[config.mk]
export PLATFORM = sky130hd
export DESIGN_NAME = i2c_addr_match
export DESIGN_NICKNAME = d
export VERILOG_FILES = /design/src/rtl/i2c_amatch_pkg.sv /design/src/rtl/amatch_care.sv /design/src/rtl/amatch_cmp.sv /design/src/rtl/amatch_phase.sv /design/src/rtl/i2c_addr_match.sv
export SDC_FILE = /design/constraint.sdc
export NUM_CORES = 1
export LEC_CHECK = 0
export BUFFER_PORTS_ARGS = -buffer_cell sky130_fd_sc_hd__buf_2
export CORE_AREA = 3 3 40 42
export DETAILED_ROUTE_END_ITERATION = 8
export DIE_AREA = 0 0 43 45
export PLACE_DENSITY_LB_ADDON = 0.25
export SKIP_CTS_REPAIR_TIMING = 1
export SLEW_MARGIN = 20
export SYNTH_ARGS = -nofsm -noshare
export SYNTH_HDL_FRONTEND = slang
export SYNTH_SLANG_ARGS = --single-unit
[constraint.sdc]
create_clock -name clk -period 1.4 [get_ports clk]
set_input_delay 0.07 -clock clk [delete_from_list [all_inputs] [get_ports clk]]
set_output_delay 0.07 -clock clk [all_outputs]
set_load 0.02 [all_outputs]
[src/rtl/i2c_amatch_pkg.sv]
package i2c_amatch_pkg;
  typedef enum logic [1:0] {
    PH_IDLE   = 2'd0,
    PH_FIRST  = 2'd1,
    PH_SECOND = 2'd2
  } phase_e;

  localparam logic [4:0] TEN_HDR = 5'b11110;
endpackage

[src/rtl/amatch_care.sv]
// Builds the per-bit compare enable of the byte-wide address lane.
module amatch_care #(
  parameter int MASK_N = 5,
  parameter int CARE_W = 8
) (
  input  logic [MASK_N-1:0] mask,
  input  logic              ten_bit,
  output logic [CARE_W-1:0] care
);
  for (genvar i = 0; i < CARE_W; i++) begin : g_bit
    if (i == 0) begin : g_lsb
      // bit 0 only joins the lowest mask in 10-bit mode
      assign care[i] = ~(ten_bit & mask[0]);
    end else if (i <= MASK_N) begin : g_mask
      assign care[i] = ~mask[i-1];
    end else begin : g_fixed
      assign care[i] = 1'b1;
    end
  end
endmodule

[src/rtl/amatch_cmp.sv]
module amatch_cmp #(
  parameter int ADDR_W = 10,
  parameter int CARE_W = 8
) (
  input  logic [7:0]        byte_in,
  input  logic [ADDR_W-1:0] own_addr,
  input  logic [CARE_W-1:0] care,
  output logic              hit7,
  output logic              hdr_ok,
  output logic              hit10,
  output logic              gc_pat
);
  import i2c_amatch_pkg::*;

  localparam int A7_W = 7;

  logic [A7_W-1:0] diff7;
  logic [7:0]      diff10;

  always_comb begin
    diff7  = (byte_in[7:1] ^ own_addr[A7_W-1:0]) & care[A7_W-1:0];
    diff10 = (byte_in ^ own_addr[7:0]) & care;
    gc_pat = (byte_in[7:1] == '0);
    hit7   = (diff7 == '0) && !gc_pat;
    hdr_ok = (byte_in[7:3] == TEN_HDR) && (byte_in[2:1] == own_addr[ADDR_W-1:ADDR_W-2]);
    hit10  = (diff10 == '0);
  end
endmodule

[src/rtl/amatch_phase.sv]
module amatch_phase
  import i2c_amatch_pkg::*;
(
  input  logic   clk,
  input  logic   rst,
  input  logic   start_det,
  input  logic   byte_vld,
  input  logic   ten_bit,
  input  logic   hdr_ok,
  output phase_e phase
);
  always_ff @(posedge clk) begin
    if (rst) begin
      phase <= PH_IDLE;
    end else if (start_det) begin
      phase <= PH_FIRST;
    end else if (byte_vld) begin
      unique case (phase)
        PH_FIRST: phase <= (ten_bit && hdr_ok) ? PH_SECOND : PH_IDLE;
        default:  phase <= PH_IDLE;
      endcase
    end
  end
endmodule

[src/rtl/i2c_addr_match.sv]
module i2c_addr_match
  import i2c_amatch_pkg::*;
#(
  parameter int ADDR_W = 10,
  parameter int MASK_N = 5
) (
  input  logic              clk,
  input  logic              rst,
  input  logic              start_det,
  input  logic              byte_vld,
  input  logic [7:0]        byte_in,
  input  logic              ten_bit,
  input  logic              slave_en,
  input  logic [ADDR_W-1:0] own_addr,
  input  logic [MASK_N-1:0] mask_sel,
  input  logic              gcall_en,
  output logic              addr_match,
  output logic              gcall_hit,
  output logic              irq
);
  localparam int CARE_W = 8;

  phase_e            phase;
  logic [MASK_N-1:0] mask_eff;
  logic [CARE_W-1:0] care;
  logic              hit7, hdr_ok, hit10, gc_pat;
  logic              take, match_d, gc_d;

  assign mask_eff = slave_en ? mask_sel : '0;

  amatch_care #(.MASK_N(MASK_N), .CARE_W(CARE_W)) u_care (
    .mask(mask_eff), .ten_bit(ten_bit), .care(care)
  );

  amatch_cmp #(.ADDR_W(ADDR_W), .CARE_W(CARE_W)) u_cmp (
    .byte_in(byte_in), .own_addr(own_addr), .care(care),
    .hit7(hit7), .hdr_ok(hdr_ok), .hit10(hit10), .gc_pat(gc_pat)
  );

  amatch_phase u_phase (
    .clk(clk), .rst(rst), .start_det(start_det), .byte_vld(byte_vld),
    .ten_bit(ten_bit), .hdr_ok(hdr_ok), .phase(phase)
  );

  always_comb begin
    take    = byte_vld && !start_det;
    match_d = take && (((phase == PH_FIRST) && !ten_bit && hit7) ||
                       ((phase == PH_SECOND) && hit10));
    gc_d    = take && (phase == PH_FIRST) && gc_pat && gcall_en && slave_en;
  end

  always_ff @(posedge clk) begin
    if (rst) begin
      addr_match <= 1'b0;
      gcall_hit  <= 1'b0;
      irq        <= 1'b0;
    end else begin
      addr_match <= match_d;
      gcall_hit  <= gc_d;
      irq        <= match_d | gc_d;
    end
  end
endmodule

======== Yosys cells after proc, flatten, opt, wreduce, memory -nomap -nowiden ========
Cells that the tools add are included.
W data, S select, Z words.
word-level totals
  output and inout bits ................... 3
  latch bits .............................. 0
  ROM bits ................................ 0
  RAM bits ................................ 0
  word-level logic and storage cells ...... 47
  memories kept ........................... 0
  register bits after elaboration ......... 5
cells by class
  shift-type cells ........................ 0
  multiplexer cells ....................... 5
  bitwise gates (word level) .............. 12
  equal/unequal tests ..................... 4
  multiply operators ...................... 0
  $lt $le $gt $ge ......................... 0
  $add $sub $neg .......................... 0
  reduce and logical (&&, ||, !) cells .... 21
  divide/modulo/power cells ............... 0
operator list
  operator              number
  $logic_not A7 Y1      2
  $logic_and A1 B1 Y1   12
  $and A8 B8 Y8         1
  $logic_not A8 Y1      1
  $xor A8 B8 Y8         1
  $and A7 B7 Y7         1
  $xor A7 B7 Y7         1
  $not A1 Y1            6
  $eq A5 B5 Y1 const B  1
  $mux W5               1
  $mux W2               2
  $logic_not A1 Y1      3
  $eq A2 B1 Y1 const B  1
  $eq A2 B2 Y1          1
  $eq A2 B2 Y1 const B  1
  $mux W1               2
  $reduce_bool A2 Y1    1
  $reduce_or A2 Y1      1
  $and A1 B1 Y1         1
  $logic_or A1 B1 Y1    1
  $or A1 B1 Y1          1

======== Longest topological paths before layout ========
Gate-level depths: netlist of the first run.
  word-level depth ........................ 10
  depth in mapped cells ................... 5
  gate-level depth less buffers ........... 5

======== By module ========
A second synthesis of the first run with hierarchy kept.
second synthesis, totals
  cells, all modules ...................... 67
  area total of the unflattened synthesis .. 544.3 um^2
modules (own cells, without submodules)
  module          times used  area each (um^2)  cells an instance
  amatch_cmp      1           257.7             32
  i2c_addr_match  1           152.6             17
  amatch_phase    1           92.6              9
  amatch_care     1           41.3              9

======== Worst setup path after synthesis of the first run ========
Ideal clock, no wire load.
  path kind ............................... register to register
  start ................................... register u_phase.phase[1]
  end ..................................... register irq
  clock period less this slack ............ 1103 ps
  setup slack ............................. 297 ps
  cell stages (with the launch flop) ...... 6
  path buffers ............................ 0
  required time ........................... 1342 ps
  library setup time ...................... 58 ps
  arrival time ............................ 1045 ps
  cells stage by stage .................... dfxtp_1 nand2b_1 nor4_1 nand4_1 a21oi_1 or2_1
between the ends
  longest elaborated chain between the ends .. 6
  elaborated cells between the ends (all ways) .. 12
  those cells by class .................... 2 x eq/ne; 1 x bitwise; 9 x reduce/logical
RTL lines
  what                                                       line                                        source
  start: declaration                                         amatch_phase.sv:10                          output phase_e phase
  start signal: assignment                                   amatch_phase.sv:19                          PH_FIRST: phase <= (ten_bit && hdr_ok) ? PH_SECOND : PH_IDLE;
  $eq A2 B1 Y1                                               i2c_addr_match.sv:47, i2c_addr_match.sv:49
  $logic_and A1 B1 Y1 (on tied branches) (2 in series)       i2c_addr_match.sv:47, i2c_addr_match.sv:49
  $logic_or A1 B1 Y1 or $logic_and A1 B1 Y1 (tied branches)  i2c_addr_match.sv:47, i2c_addr_match.sv:49
  $logic_and A1 B1 Y1 (on tied branches)                     i2c_addr_match.sv:47, i2c_addr_match.sv:49
  $or A1 B1 Y1 (*)                                           i2c_addr_match.sv:60                        irq <= match_d | gc_d;
  end signal: assignment                                     i2c_addr_match.sv:60
  end: declaration                                           i2c_addr_match.sv:19                        output logic irq
Mark *: on every way between the ends. The rest lies on a longest branch, timed or not.
A chain may end at the register's enable or synchronous reset.

======== Final worst setup path of the first run ========
Same ends and word-level chain as after synthesis.

==> impl_metrics.csv, run 1 <==
group,metric,value,unit
min_path,hp-class,"in -> reg",
layout,layout_commonest_cell,"buf_2",
critical_path,crit_slowest_cell,"nor4_1",
detailed_routing,first_iter_violations,10,
sta,setup-tns-final,0,ns
critical_path,critical_path_arrival,1.49,ns
sta,slew_viol_final,0,
layout,antennaDiodeCount,0,
clock_tree,cts_tree,"done",
critical_path,slowest_delay,0.33,ns
layout,final_nets,124,
pwr,netSwitchingPower,0.126,mW
clock_tree,clockBufferDepth,2,
run,drv_cap,0,
layout,drive_gt1_share,39.8,%
global_route,overflow,0,
sta,worst_pin_slew,0.306,ns
global_route,grt_pass1_vias,460,
critical_path,path_max_fanout,3,
synth,syn-cell-area,452,sq um
die,die-area,1940,sq um
global_route,grt_first_pass_wirelength,1970,um
pwr,p_per_area,668,nW/um^2
critical_path,crit_chain,"nand2b_1 > nor4_1 > nand4_1 > a21oi_1 > or2_1",
detailed_routing,ant_nets,0,
critical_path,r2r_end,"irq",
die,io_pins,33,
sta,fin_crit,1.30,ns
sta,rsz0062_at_grt,"false",
clock_tree,path_clk_slew,0.04,ns
critical_path,required,1.59,ns
place,io_buffers,32,
status,status,"complete, no violations",
clock_tree,cts_buffers,3,
die,rows,13,
pwr,clockPowerShare,36.9,%
pwr,p_int,0.320,mW
synth,syn_inst,56,
critical_path,crit_end,"irq",
detailed_routing,vias_per_cell,5.04,
global_route,antenna_found_initial,0,
pwr,p_total,0.446,mW
global_route,grt_max_degree,8,
layout,final_cell_mix,"buf_2 (32), xor2_1 (17), nand2_1 (8)",
die,start_util,35.2,%
die,fp.dieH,45,um
pwr,swShare,28.3,%
place,gp_congestion,0.734,
pwr,peakVddDrop,0.479,mV
clock_tree,root_buffer,"clkbuf_4",
clock_tree,cts_sinks,5,
sta,clock_skew,0.00110,ns
critical_path,start_kind,"register",
pwr,leakage,0.326,nW
critical_path,r2r-start,"u_phase.phase[1]",
sta,slew_headroom,79.3,%
synth,synth_cell_type_count,19,
pwr,combPwrFrac,30.2,%
detailed_routing,drt_wl_total,1200,um
critical_path,r2r_slack,0.10,ns
critical_path,crit_path_end_kind,"register",
global_route,grt_use_total,13.4,%
sta,hold_violations,0,
synth,syn_avg_cell_area,8.07,sq um
detailed_routing,post-route-drc-count,0,
pwr,pwr-share-seq,32.9,%
die,core,1280,sq um
clock_tree,clk_latency,0.24,ns
critical_path,worst_r2r_path_depth,5,
detailed_routing,drt_pass1_iterations,4,
clock_tree,h-tree-depth,1,
layout,fin_cells,108,
critical_path,critPathLaunch,"u_phase.phase[1]",
synth,syn-num-nets,86,
sta,fin_crit_sh,92.8,%
synth,yosysSeqAreaShare,22.2,%
critical_path,critPathKind,"reg -> reg",
layout,area_delta_synth_final,47.6,%
sta,finalSetupViolations,0,
detailed_routing,num_vias,544,
sta,fmax,0.770,GHz
die,fp.dieW,43,um
detailed_routing,wl_per_cell,11.1,um
place,dpl.cell_count,103,
synth,yosysWarnings,0,
synth,ys_seq_elements,5,
[power by group through the flow]
stage | Sequential, mW | Combinational, mW | Clock (mW)
floorplan | 0.149 | 0.0592 | 0
global placement | 0.149 | 0.133 | 0
detailed placement | 0.149 | 0.132 | 0
CTS | 0.147 | 0.132 | 0.166
global route | 0.146 | 0.149 | 0.187
finish | 0.147 | 0.135 | 0.164
[how the worst min path moves through the flow]
stage               slack, ns               end  startpoint  cells past startpoint
floorplan                0.14  u_phase.phase[0]         rst                      1
global placement         0.26  u_phase.phase[0]         rst                      2
detailed placement       0.26  u_phase.phase[0]         rst                      2
CTS                      0.01  u_phase.phase[0]         rst                      2
global route            0.001  u_phase.phase[1]         rst                      2
finish                   0.01  u_phase.phase[1]         rst                      2
[flip-flops by register name (all words and copies together), names as in the netlist]
register and count:
gcall_hit 1, u_phase.phase 2, addr_match 1, irq 1
[synth_stat cells]
library cell  number  area [sq um]
nand3_2            1          10.0
or3_1              1          6.26
dfxtp_1            5           100
inv_1              1          3.75
nand2_1            8          30.0
nor4_2             1          12.5
nor3_1             3          15.0
nand2b_1           1          6.26
nor2_1             1          3.75
xor2_1            17           149
nor3b_1            1          7.51
a22oi_1            4          30.0
nor4b_1            1          8.76
a222oi_1           1          10.0
and3_1             1          6.26
a21oi_1            3          15.0
nor4_1             2          12.5
or2_1              1          6.26
nand4_1            3          18.8
[worst max-delay path: cells and delay by family, from the launching register on]
family             cells  cell delay (ns)
DFF                    1             0.31
AOI/OAI and AO/OA      1             0.19
and+or+nand+nor        4             0.75
[cell type report]
class                   instances  area (sq um)
fillers                       130           618
multi-input cells              50           348
repair buffers                 33           170
flip-flops and latches          5           100
clock buffers                   4          26.3
well taps                      15          18.8
inverters                       1          3.75
[metal layers]
metal / track usage [%] / part of all wire, %
met1: 16.3 / 44
met3: 7.17 / 9.8
met4: 1.81 / 0
met2: 21.6 / 46
met5: 0 / 0
[through the flow]
| stage | cell area, sq um | setup slack (ns) | utilization, % | hold slack, ns |
|---|---|---|---|---|
| after floorplan | 452 | 0.297 | - | 0.142 |
| after global placement | 631 | 0.199 | 49.1 | 0.259 |
| after detailed placement | 631 | 0.141 | 49.1 | 0.261 |
| after CTS | 657 | 0.124 | 51.1 | 0.0111 |
| after global routing | 667 | 0.0155 | 51.9 | 0.000974 |
| final | 667 | 0.101 | 51.9 | 0.0125 |
[kinds of logic (layout without fill, tap and decap cells)]
| kind of cell | Yosys count | after routing | share of synthesized area (%) |
|---|---|---|---|
| AOI/OAI and AO/OA | 8 | 8 | 12.2 |
| xor gates and xnor gates | 17 | 17 | 33.0 |
| buffers and inverters | 1 | 38 | 0.830 |
| DFF | 5 | 5 | 22.2 |
| and+or+nand+nor | 25 | 25 | 31.9 |
No activity file was read; power rests on OpenSTA's default activity.
==> inputs of run 2 (changes only) <==
==> constraint.sdc (replaced) <==
create_clock -name clk -period 1.4 [get_ports clk]
set_input_delay 0.42 -clock clk [delete_from_list [all_inputs] [get_ports clk]]
set_output_delay 0.42 -clock clk [all_outputs]
set_load 0.02 [all_outputs]
==> run 2 against run 1 <==
Via count unchanged. Global-route usage is 1.1 points lower. Worst setup slack better by 0.031 ns. Hold slack improved by 0.43 ns. Combinational power up 13%. Total power rose by 3.7%. Cell area rose by 8.6%. Sequential power barely moved. Final cell count up 7.4%.
==> impl_metrics.csv, run 2 (synthesis gave the netlist of run 1 again) <==
group,metric,value,unit
status,status,"complete, no violations",
critical_path,required,1.58,ns
sta,slew_headroom,78.5,%
layout,multi_input_area,348,sq um
layout,top_register,"u_phase.phase",
critical_path,start_kind,"primary input",
sta,hold_violations,0,
pwr,p_int,0.333,mW
sta,finalSetupViolations,0,
layout,largest_reg_flops,2,
die,start_util,35.2,%
layout,final_nets,132,
pwr,pwr-share-seq,31.6,%
detailed_routing,drt_pass1_iterations,5,
place,gp_congestion,0.789,
die,core,1280,sq um
critical_path,crit_path_end_kind,"register",
sta,fin_crit,1.27,ns
layout,fin_cells,116,
global_route,overflow,0,
clock_tree,clk_latency,0.24,ns
sta,clock_skew,0.00388,ns
detailed_routing,ant_nets,0,
sta,slew_viol_final,0,
layout,drive_gt1_share,45.5,%
pwr,clockPowerShare,35.4,%
clock_tree,cts_buffers,3,
min_path,hold_end,"gcall_hit",
clock_tree,path_clk_slew,0.04,ns
global_route,grt_max_degree,7,
global_route,grt_use_total,12.3,%
layout,final_cell_area,724,sq um
run,drv_cap,0,
layout,nFillCells,128,
sta,fmax,0.789,GHz
die,io_pins,33,
sta,worst_pin_slew,0.319,ns
global_route,antenna_found_initial,0,
layout,regArea,100,sq um
sta,rsz0062_at_grt,"false",
detailed_routing,num_vias,544,
clock_tree,cts_sinks,5,
die,fp.dieH,45,um
critical_path,path_max_fanout,2,
place,io_buffers,32,
detailed_routing,drt_wl_total,1240,um
min_path,whs_path_depth,3,
min_path,min-delay-start,"gcall_en",
clock_tree,cts_tree,"done",
die,fp.dieW,43,um
sta,layout_setup_ws,0.132,ns
critical_path,r2r_end,"irq",
pwr,netSwitchingPower,0.129,mW
die,rows,13,
clock_tree,root_buffer,"clkbuf_4",
place,dpl.cell_count,112,
layout,utilization,56.4,%
detailed_routing,post-route-drc-count,0,
detailed_routing,first_iter_violations,18,
sta,fin_crit_sh,90.6,%
layout,area_delta_synth_final,60.4,%
layout,final_cell_mix,"buf_2 (32), xor2_1 (17), buf_4 (9)",
critical_path,worst_r2r_path_depth,5,
global_route,grt_first_pass_wirelength,1850,um
clock_tree,h-tree-depth,1,
die,die-area,1940,sq um
detailed_routing,wl_per_cell,10.7,um
place,dp_worst_setup_slack,-0.125,ns
pwr,leakage,0.365,nW
global_route,grt_pass1_vias,460,
critical_path,critPathKind,"in -> reg",
pwr,p_per_area,638,nW/um^2
layout,layout_commonest_cell,"buf_2",
place,dp_hpwl,1080,um
pwr,combPwrFrac,33.0,%
detailed_routing,vias_per_cell,4.69,
min_path,hp-class,"in -> reg",
critical_path,critical_path_arrival,1.45,ns
clock_tree,clockBufferDepth,2,
layout,antennaDiodeCount,0,
critical_path,r2r_slack,0.16,ns
place,dpl_cell_area,698,sq um
critical_path,r2r-start,"u_phase.phase[1]",
pwr,peakVddDrop,0.426,mV
pwr,swShare,27.9,%
sta,holdWs,0.438,ns
-- run 2: cell types whose count changed in the layout (fill, tap and decap cells not counted) --
cell,change
buf_4,+9
dlygate4sd3_1,-1
-- run 2: power by group through the flow --
stage | registers [mW] | clock network, mW | logic [mW]
global placement | 0.149 | 0 | 0.151
CTS | 0.146 | 0.167 | 0.152
floorplan | 0.149 | 0 | 0.0592
detailed placement | 0.149 | 0 | 0.151
global route | 0.146 | 0.178 | 0.168
finish | 0.146 | 0.164 | 0.152
-- run 2: through the flow --
stage | TNS [ns] | power, mW
floorplan | 0 | 0.208
global route | 0 | 0.492
finish | 0 | 0.462
CTS | 0 | 0.466
detailed placement | -0.155 | 0.300
global placement | -0.106 | 0.300
-- run 2: critical path, stage by stage --
cell      delay (ns)
buf_2           0.11
xor2_1          0.16
a222oi_1        0.35
nand4_1         0.14
a21oi_1         0.16
or2_1           0.11
-- run 2: area by class of cell --
cell class	instances	area share, %
Inverter	1	0.518
Tap cell	15	2.59
Timing Repair Buffer	41	31.4
Multi-Input combinational cell	50	48.0
Clock buffer	4	3.63
Sequential cell	5	13.8
-- run 2: worst max path at each step --
stage | start | endpoint | slack, ns | depth (start not counted)
finish | own_addr[0] | irq | 0.13 | 6
global route | own_addr[0] | irq | 0.01 | 6
CTS | own_addr[0] | irq | 0.12 | 6
detailed placement | own_addr[0] | irq | -0.12 | 6
global placement | own_addr[0] | irq | -0.1 | 6
floorplan | own_addr[0] | irq | 0.12 | 5
-- run 2: layer usage --
layer	track usage [%]	up-vias	wire [um]
met1	17.1	231	575
met2	20.4	20	571
met4	3.61	0	0
met5	0	-	0
met3	1.20	0	92
li1	-	293	-
==> inputs of run 3 (changes only) <==
--- a/config.mk
+++ b/config.mk
@@ -10,6 +10,7 @@
 export DETAILED_ROUTE_END_ITERATION = 8
 export DIE_AREA = 0 0 43 45
 export PLACE_DENSITY_LB_ADDON = 0.25
+export RECOVER_POWER = 25
 export SKIP_CTS_REPAIR_TIMING = 1
 export SLEW_MARGIN = 20
 export SYNTH_ARGS = -nofsm -noshare
==> run 3 against run 2 <==
Routed wire length grew 0.57%. Count of clock-buffer cells in the layout did not move. Critical path depth unchanged. Fmax about the same. Die area did not move. Cell area is 0.17% lower. Largest cell class unchanged.
==> impl_metrics.csv, run 3 (synthesis gave the netlist of run 1 again) <==
group,metric,value,unit
clock_tree,clockBufferDepth,2,
sta,rsz0062_at_grt,"false",
global_route,grt_pass1_vias,460,
critical_path,slowest_delay,0.35,ns
detailed_routing,drt_wl_total,1250,um
detailed_routing,drt_pass1_iterations,5,
sta,fin_crit,1.27,ns
clock_tree,root_buffer,"clkbuf_4",
detailed_routing,first_iter_violations,18,
detailed_routing,ant_nets,0,
detailed_routing,post-route-drc-count,0,
global_route,antenna_found_initial,0,
sta,fmax,0.788,GHz
global_route,overflow,0,
die,rows,13,
critical_path,path_max_fanout,2,
sta,slew_headroom,77.7,%
sta,fin_crit_sh,90.6,%
layout,utilization,56.3,%
clock_tree,cts_buffers,3,
layout,final_cell_mix,"buf_2 (31), xor2_1 (17), buf_4 (9)",
sta,layout_setup_ws,0.132,ns
die,die-area,1940,sq um
die,fp.dieW,43,um
status,status,"complete, no violations",
pwr,p_per_area,640,nW/um^2
sta,clock_skew,0.00423,ns
layout,drive_gt1_share,44.6,%
critical_path,critPathKind,"in -> reg",
place,dpl.cell_count,112,
critical_path,crit_chain,"buf_2 > xor2_1 > a222oi_1 > nand4_1 > a21oi_1 > or2_1",
place,dp_worst_setup_slack,-0.125,ns
place,gp_congestion,0.789,
min_path,hp-class,"in -> reg",
sta,slew_viol_final,0,
layout,final_nets,132,
layout,top_register,"u_phase.phase",
layout,largest_reg_flops,2,
pwr,p_total,0.463,mW
die,fp.dieH,45,um
critical_path,start_kind,"primary input",
clock_tree,cts_sinks,5,
detailed_routing,wl_per_cell,10.7,um
layout,area_delta_synth_final,60.1,%
place,io_buffers,32,
global_route,grt_use_total,12.3,%
clock_tree,clk_latency,0.24,ns
critical_path,cpLargestDelayFamily,"compound AO/OA/AOI/OAI gates",
die,core,1280,sq um
clock_tree,cts_tree,"done",
detailed_routing,vias_per_cell,4.72,
sta,finalSetupViolations,0,
pwr,peakVddDrop,0.427,mV
critical_path,required,1.58,ns
sta,hold_violations,0,
clock_tree,path_clk_slew,0.05,ns
layout,layout_commonest_cell,"buf_2",
place,dp_hpwl,1080,um
global_route,grt_first_pass_wirelength,1850,um
global_route,grt_max_degree,7,
clock_tree,h-tree-depth,1,
die,io_pins,33,
detailed_routing,num_vias,548,
layout,nFillCells,126,
critical_path,critPathBufInv,1,
critical_path,critical_path_arrival,1.45,ns
pwr,leakage,0.361,nW
die,start_util,35.2,%
layout,fin_cells,116,
sta,worst_pin_slew,0.332,ns
critical_path,crit_slowest_cell,"a222oi_1",
run,drv_cap,0,
critical_path,crit_path_end_kind,"register",
layout,antennaDiodeCount,0,
[run 3: worst min-delay path: stages]
cell and delay [ns]:
buf_2 0.10, nand2_1 0.05, nor4_1 0.05
[run 3: stage by stage]
step | hold WS (ns) | TNS (ns) | cell area (sq um)
floorplan | 0.475 | 0 | 452
CTS | 0.434 | 0 | 724
finish | 0.437 | 0 | 723
detailed placement | 0.529 | -0.155 | 698
global route | 0.455 | 0 | 723
global placement | 0.517 | -0.106 | 698
[run 3: final timing paths]
kind / startpoint / to / slack, ns / depth (start not counted)
max reg2reg: u_phase.phase[1] / irq / 0.16 / 5
min reg2reg: u_phase.phase[0] / u_phase.phase[0] / 0.52 / 2
min: gcall_en / gcall_hit / 0.44 / 3
max: own_addr[0] / irq / 0.13 / 6
[run 3: layout make-up]
cell class	instances	area (sq um)	area share, %
multi-input combinational	50	348	48.1
inverter	1	3.75	0.519
tap	15	18.8	2.60
clock buffer	4	26.3	3.63
timing repair buffer	41	226	31.3
sequential	5	100	13.8
[run 3: layer usage]
layer  part of all wire [%]  GRT usage, %
met5                      0             0
met4                      0          3.61
met3                    7.6          1.20
met2                     46          20.4
met1                     46          17.1
[run 3: power breakdown]
group	switching [mW]	total (mW)	internal, mW
sequential	0.00148	0.146	0.145
combinational	0.0715	0.152	0.0807
clock	0.0567	0.164	0.108
